[src/rtl/hbi_pkg.sv]
package hbi_pkg;

   typedef enum logic [1:0] {
      ST_IDLE = 2'd0,
      ST_WAIT = 2'd1,
      ST_DONE = 2'd2
   } hbi_state_e;

   localparam logic MODE_STROBE_RDY = 1'b0;
   localparam logic MODE_DS_ACK     = 1'b1;

endpackage

[src/rtl/hbi_sync.sv]
module hbi_sync #(
   parameter int              W       = 3,
   parameter int              STAGES  = 2,
   parameter logic [W-1:0]    RST_VAL = '1
) (
   input  logic         clk,
   input  logic         rst_n,
   input  logic [W-1:0] d,
   output logic [W-1:0] q
);

   generate
      if (STAGES < 2) begin : g_bad_stages
         $error("hbi_sync: STAGES must be at least 2");
      end
   endgenerate

   logic [W-1:0] stg [STAGES];

   always_ff @(posedge clk or negedge rst_n) begin
      if (!rst_n) begin
         for (int i = 0; i < STAGES; i++) stg[i] <= RST_VAL;
      end else begin
         stg[0] <= d;
         for (int i = 1; i < STAGES; i++) stg[i] <= stg[i-1];
      end
   end

   assign q = stg[STAGES-1];

endmodule

[src/rtl/hbi_access_fsm.sv]
module hbi_access_fsm
   import hbi_pkg::*;
#(
   parameter int WR_LAT      = 5,
   parameter int RD_LAT      = 10,
   parameter int SYNC_STAGES = 2
) (
   input  logic       clk,
   input  logic       rst_n,
   input  logic       mode,
   input  logic       cs_act,
   input  logic       rd_ln_act,
   input  logic       wr_ln_act,
   output hbi_state_e state,
   output logic       acc_read,
   output logic       start,
   output logic       commit
);

   localparam int MAX_LAT = (RD_LAT > WR_LAT) ? RD_LAT : WR_LAT;
   localparam int CW      = $clog2(MAX_LAT + 1);
   localparam logic [CW-1:0] WR_LOAD = CW'(WR_LAT - SYNC_STAGES - 2);
   localparam logic [CW-1:0] RD_LOAD = CW'(RD_LAT - SYNC_STAGES - 2);

   logic          req_ok;
   logic          req_rd;
   logic          released;
   logic [CW-1:0] cnt;

   always_comb begin
      if (mode == MODE_STROBE_RDY) begin
         req_ok   = cs_act && (rd_ln_act ^ wr_ln_act);
         req_rd   = rd_ln_act;
         released = !(rd_ln_act || wr_ln_act);
      end else begin
         req_ok   = cs_act && rd_ln_act;
         req_rd   = !wr_ln_act;
         released = !rd_ln_act;
      end
   end

   assign start  = (state == ST_IDLE) && req_ok;
   assign commit = (state == ST_WAIT) && (cnt == '0);

   always_ff @(posedge clk or negedge rst_n) begin
      if (!rst_n) begin
         state    <= ST_IDLE;
         acc_read <= 1'b0;
         cnt      <= '0;
      end else begin
         unique case (state)
            ST_IDLE: begin
               if (req_ok) begin
                  state    <= ST_WAIT;
                  acc_read <= req_rd;
                  cnt      <= req_rd ? RD_LOAD : WR_LOAD;
               end
            end
            ST_WAIT: begin
               if (cnt == '0) state <= ST_DONE;
               else           cnt   <= cnt - 1'b1;
            end
            ST_DONE: begin
               if (released) state <= ST_IDLE;
            end
            default: state <= ST_IDLE;
         endcase
      end
   end

endmodule

[src/rtl/hbi_regfile.sv]
module hbi_regfile #(
   parameter int AW   = 4,
   parameter int DW   = 16,
   parameter int NREG = 12
) (
   input  logic          clk,
   input  logic          rst_n,
   input  logic          we,
   input  logic [AW-1:0] waddr,
   input  logic [DW-1:0] wdata,
   input  logic [AW-1:0] raddr,
   output logic [DW-1:0] rdata
);

   generate
      if (NREG < 1 || NREG > (1 << AW)) begin : g_bad_nreg
         $error("hbi_regfile: NREG must lie in 1 .. 2**AW");
      end
   endgenerate

   logic [DW-1:0] regs [NREG];
   logic          r_hit;

   generate
      if (NREG == (1 << AW)) begin : g_full_map
         assign r_hit = 1'b1;
      end else begin : g_part_map
         assign r_hit = (raddr < AW'(NREG));
      end
   endgenerate

   always_ff @(posedge clk or negedge rst_n) begin
      if (!rst_n) begin
         for (int i = 0; i < NREG; i++) regs[i] <= '0;
      end else if (we) begin
         for (int i = 0; i < NREG; i++)
            if (waddr == AW'(i)) regs[i] <= wdata;
      end
   end

   always_comb begin
      rdata = '0;
      if (r_hit) begin
         for (int i = 0; i < NREG; i++)
            if (raddr == AW'(i)) rdata = regs[i];
      end
   end

endmodule

[src/rtl/hbi_host_port.sv]
module hbi_host_port
   import hbi_pkg::*;
#(
   parameter int AW          = 4,
   parameter int DW          = 16,
   parameter int NREG        = 12,
   parameter int SYNC_STAGES = 2,
   parameter int WR_LAT      = 5,
   parameter int RD_LAT      = 10
) (
   input  logic          clk,
   input  logic          rst_n,
   input  logic          mode_sel,
   input  logic          cs_n,
   input  logic          rd_n,
   input  logic          wr_n,
   input  logic [AW-1:0] addr,
   input  logic [DW-1:0] data_in,
   output logic [DW-1:0] data_out,
   output logic          data_oe,
   output logic          rdy,
   output logic          dtack_n
);

   generate
      if (WR_LAT < 4 || WR_LAT > 9) begin : g_bad_wr
         $error("hbi_host_port: WR_LAT must lie in 4 .. 9");
      end
      if (RD_LAT < 8 || RD_LAT > 13) begin : g_bad_rd
         $error("hbi_host_port: RD_LAT must lie in 8 .. 13");
      end
      if (WR_LAT < SYNC_STAGES + 2) begin : g_bad_sync
         $error("hbi_host_port: WR_LAT too short for SYNC_STAGES");
      end
   endgenerate

   logic [2:0]    ctl_s;
   hbi_state_e    state;
   logic          acc_read;
   logic          start;
   logic          commit;
   logic [AW-1:0] addr_q;
   logic [DW-1:0] wdata_q;
   logic [DW-1:0] rdata;
   logic          rd_strobe_now;

   hbi_sync #(
      .W       (3),
      .STAGES  (SYNC_STAGES),
      .RST_VAL (3'b111)
   ) u_sync (
      .clk   (clk),
      .rst_n (rst_n),
      .d     ({cs_n, rd_n, wr_n}),
      .q     (ctl_s)
   );

   hbi_access_fsm #(
      .WR_LAT      (WR_LAT),
      .RD_LAT      (RD_LAT),
      .SYNC_STAGES (SYNC_STAGES)
   ) u_fsm (
      .clk       (clk),
      .rst_n     (rst_n),
      .mode      (mode_sel),
      .cs_act    (!ctl_s[2]),
      .rd_ln_act (!ctl_s[1]),
      .wr_ln_act (!ctl_s[0]),
      .state     (state),
      .acc_read  (acc_read),
      .start     (start),
      .commit    (commit)
   );

   always_ff @(posedge clk or negedge rst_n) begin
      if (!rst_n) begin
         addr_q  <= '0;
         wdata_q <= '0;
      end else if (start) begin
         addr_q  <= addr;
         wdata_q <= data_in;
      end
   end

   hbi_regfile #(
      .AW   (AW),
      .DW   (DW),
      .NREG (NREG)
   ) u_regs (
      .clk   (clk),
      .rst_n (rst_n),
      .we    (commit && !acc_read),
      .waddr (addr_q),
      .wdata (wdata_q),
      .raddr (addr_q),
      .rdata (rdata)
   );

   always_ff @(posedge clk or negedge rst_n) begin
      if (!rst_n)                  data_out <= '0;
      else if (commit && acc_read) data_out <= rdata;
   end

   assign rd_strobe_now = !cs_n && !rd_n &&
                          ((mode_sel == MODE_DS_ACK) ? wr_n : 1'b1);
   assign data_oe = (state == ST_DONE) && acc_read && rd_strobe_now;
   assign rdy     = (mode_sel == MODE_STROBE_RDY) && (state == ST_DONE);
   assign dtack_n = !((mode_sel == MODE_DS_ACK) && (state == ST_DONE));

endmodule

[config.mk]
export PLATFORM = sky130hd
export DESIGN_NAME = hbi_host_port
export DESIGN_NICKNAME = d
export VERILOG_FILES = /design/src/rtl/hbi_pkg.sv /design/src/rtl/hbi_sync.sv /design/src/rtl/hbi_access_fsm.sv /design/src/rtl/hbi_regfile.sv /design/src/rtl/hbi_host_port.sv
export SDC_FILE = /design/constraint.sdc
export NUM_CORES = 1
export LEC_CHECK = 0
export ABC_AREA = 1
export BUFFER_PORTS_ARGS = -buffer_cell sky130_fd_sc_hd__buf_2
export CELL_PAD_IN_SITES_DETAIL_PLACEMENT = 0
export CELL_PAD_IN_SITES_GLOBAL_PLACEMENT = 1
export CORE_ASPECT_RATIO = 1.5
export CORE_UTILIZATION = 49
export CTS_BUF_LIST = sky130_fd_sc_hd__clkbuf_4
export CTS_CLUSTER_DIAMETER = 150
export DETAILED_ROUTE_END_ITERATION = 16
export PLACE_DENSITY_LB_ADDON = 0.1
export SLEW_MARGIN = 25
export SYNTH_ARGS = -nofsm -noshare
export SYNTH_HDL_FRONTEND = slang
export SYNTH_SLANG_ARGS = --single-unit
[constraint.sdc]
create_clock -name clk -period 2.11 [get_ports clk]
set_input_delay 0.1055 -clock clk [delete_from_list [all_inputs] [get_ports clk]]
set_output_delay 0.1055 -clock clk [all_outputs]
set_load 0.02 [all_outputs]
==> metrics.md <==
| Metric | Value |
|---|---|
| Outcome | `completed` |
| Die Y | `182 um` |
| Post-synth EDFFs | `0` |
| Cell variety after synth | `31` |
| Final setup vio count | `0` |
| Leading area contributor after synthesis | `dfrtp_1` |
| Pre-antenna DRT Iters | `5` |
| Crit path arrival time | `2.56 ns` |
| Final Skew | `0.0347 ns` |
| Crit Reg-Reg Endpoint | `u_regs.regs[34]` |
| Post-Syn Area | `10500 um2` |
| Vias per cell | `5.24` |
| Share of cells above drive strength 1 | `17.8%` |
| R2r setup slk | `0.12 ns` |
| Hold Path Class | `in -> reg` |
| Setup tns final | `0 ns` |
| Die area | `22100 um2` |
| Sink Count | `241` |
| CP Max Fanout | `16` |
| PortBufs | `44` |
| Synth Area in XOR/XNOR | `0%` |
| Chip Width | `122 um` |
| Tmin final | `1.99 ns` |
| Synth cell count leaders | `390 x nand2_1, 235 x dfrtp_1, 212 x o21ai_0` |
| Vias in the first global route | `8501` |
| Max Freq | `0.503 GHz` |
| Worst r2r path cells | `12` |
| # DRC | `0` |
| TritonCTS clock tree | `done` |
| Syn. warnings | `0` |
| Post-synthesis cell count | `1241` |
| Routed WL per cell | `16.9 um` |
| Main combinational cell family by area after synthesis | `simple AND/OR/NAND/NOR gates` |
| Antenna viol nets, final | `0` |
| Leakage | `5.87 nW` |
| Most used DFF post-synth | `dfrtp_1` |
| Final Hold Fails | `0` |
| Top post-synthesis cells by area | `dfrtp_1 56%, nand2_1 14%, o21ai_0 10%, nor2_1 3.1%, nand3_1 2.4%` |
| Area growth, synth to finish | `18.4%` |
| R2R Path Start | `u_fsm.cnt[0]` |
| Compound-Gate Fraction of Synth Area | `11.7%` |
| Peak supply drop | `0.000707 V` |
| Final number of max-transition violations | `0` |
| Mux cell area share after synthesis | `0%` |
| Critical path launch point type | `flop` |
| First-pass GRT wire length | `44100 um` |
| Critical Path End | `u_regs.regs[34]` |
| I/O pin count | `45` |
| Overall routed net length | `28000 um` |
| H-tree levels | `2` |
| Seq/Total Area, Yosys | `57.4%` |
| Unrepaired setup endpoints after global routing | `yes` |
| Most common cell in the netlist | `nand2_1` |
| Adder-Cell Fraction of Synth Area | `0.238%` |
| Core area | `21100 um2` |
| Met3 GRT Util | `3.86%` |
| Routed vias | `8690` |
| Gp weighted congestion | `0.787` |
| Syn Area/Cell | `8.48 um2` |
| Max-cap violations | `0` |
| Relative slew slack | `54.8%` |
| Async S/R FF share, synth | `100%` |
| Pwr dens | `1310 nW/um2` |
| Cell at the root of the clock tree | `clkbuf_4` |
| Most used routing layer | `met2` |
| Period utilization | `94.2%` |
| Crit path capture type | `flop` |
| Synth Register Bits | `241` |
| GRT Total Usage | `25.8%` |
| Worst Path Required | `2.68 ns` |
| Post-DP HPWL | `17200 um` |
| Synth top area share | `55.9%` |
| Overflow after GRT | `0` |
| Final core occ | `59.2%` |
| Worst Tran Pin Value | `0.677 ns` |
| Fillers | `1964` |
| # rows | `65` |
| Starting Density | `50.0%` |
| Max Buffers Root-to-Sink | `3` |
| Routing usage on met2 | `44.1%` |
| CTS clk-pin slew, worst paths | `0.07 ns` |
| Met1 Usage GRT | `33.2%` |
| Post-synth net total | `1269` |
| Simple-gate area share of the yosys netlist | `24.8%` |
| Source of the critical timing path | `u_fsm.cnt[0]` |
| Latest clock arrival within the worst-skew pair | `0.69 ns` |
| Iter 0 DRT Violations | `545` |
| Final Net Count | `1376` |
| Largest net degree at the start of global routing | `51` |
| CTS Buf Count | `61` |
| Critical path class | `reg -> reg` |
| Initial antenna violation count | `1` |
worst max-delay path, cell delays in order, from the launching register on:
cell,delay [ns]
dfrtp_1,0.38
inv_2,0.07
ha_2,0.17
inv_1,0.04
nor2_2,0.10
nand2_2,0.07
nor2_2,0.09
inv_2,0.07
nor2_4,0.21
buf_12,0.23
buf_12,0.13
nand2_8,0.10
o21ai_1,0.19
worst min path at each step:
stage	from	to	cells past startpoint
floorplan	rst_n	addr_q[0]	0
global placement	rst_n	u_regs.regs[2]	1
detailed placement	rst_n	u_regs.regs[0]	1
CTS	rd_n	u_sync.stg[4]	2
global route	wr_n	u_sync.stg[3]	2
finish	wr_n	u_sync.stg[3]	2
cell families after synthesis:
group,after synthesis
AO/OA/AOI/OAI,246
AND/OR/NAND/NOR,604
flip-flops,241
buffers and inverters,148
adder cells (fa/ha/maj),2
through the flow:
step	std cells	power (mW)	cell area, um2	hold WS [ns]	setup slack (ns)
floorplan	1241	10.5	10500	-0.190	0.416
global placement	1512	12.2	11100	0.110	0.137
detailed placement	1512	12.3	11100	0.108	0.125
CTS	1644	16.3	12100	0.0227	0.0706
global route	1659	17.7	12500	0.0274	-0.0444
finish	1659	16.4	12500	0.0770	0.123
sequential cells by signal, indices dropped and copies added, names as in the netlist:
signal / flops
addr_q: 4
data_out: 16
u_fsm.acc_read: 1
u_fsm.cnt: 4
u_fsm.state: 2
u_regs.regs: 192
u_sync.q: 3
u_sync.stg: 3
wdata_q: 16
layer usage:
layer / routed length (um) / part of all wire, %
met1: 12300 / 44
met2: 14200 / 51
met3: 846 / 3.0
met4: 665 / 2.4
met5: 0 / 0
placed cells by master, fill, tap and decap left out, types with 17 or more instances in the layout:
cell type      instances
dfrtp_1              233
dlygate4sd3_1         26
inv_1                 65
nand3_1               51
a21oi_1               22
nand2_1              382
buf_2                 43
nor3_1                17
clkbuf_4              93
nor2_1                82
o21ai_1               17
nand4_1               24
buf_4                 27
o21ai_0              205
area by class of cell:
class                           instances  area, um2  share of cell area [%]
Antenna cell                            1       2.50                  0.0201
Inverter                               74        278                    2.23
Timing Repair Buffer                  111        978                    7.85
Multi-Input combinational cell        859       4080                    32.8
Clock inverter                         12       46.3                   0.372
Clock buffer                           93        698                    5.60
Tap cell                              268        335                    2.69
Sequential cell                       241       6040                    48.5
power by group:
part	internal, mW	switching (mW)
sequential	6.37	0.943
combinational	1.74	3.50
clock	1.98	1.83
total	10.1	6.28
repair_timing:
item | in CTS | in global routing
endpoints found under the hold margin | 263 | 0
setup endpoints to repair | 0 | 167
hold buffers | 27 | 0
buffers inserted | 0 | 5
resized for setup | 0 | 36
Power figures use the tool's default switching activity.
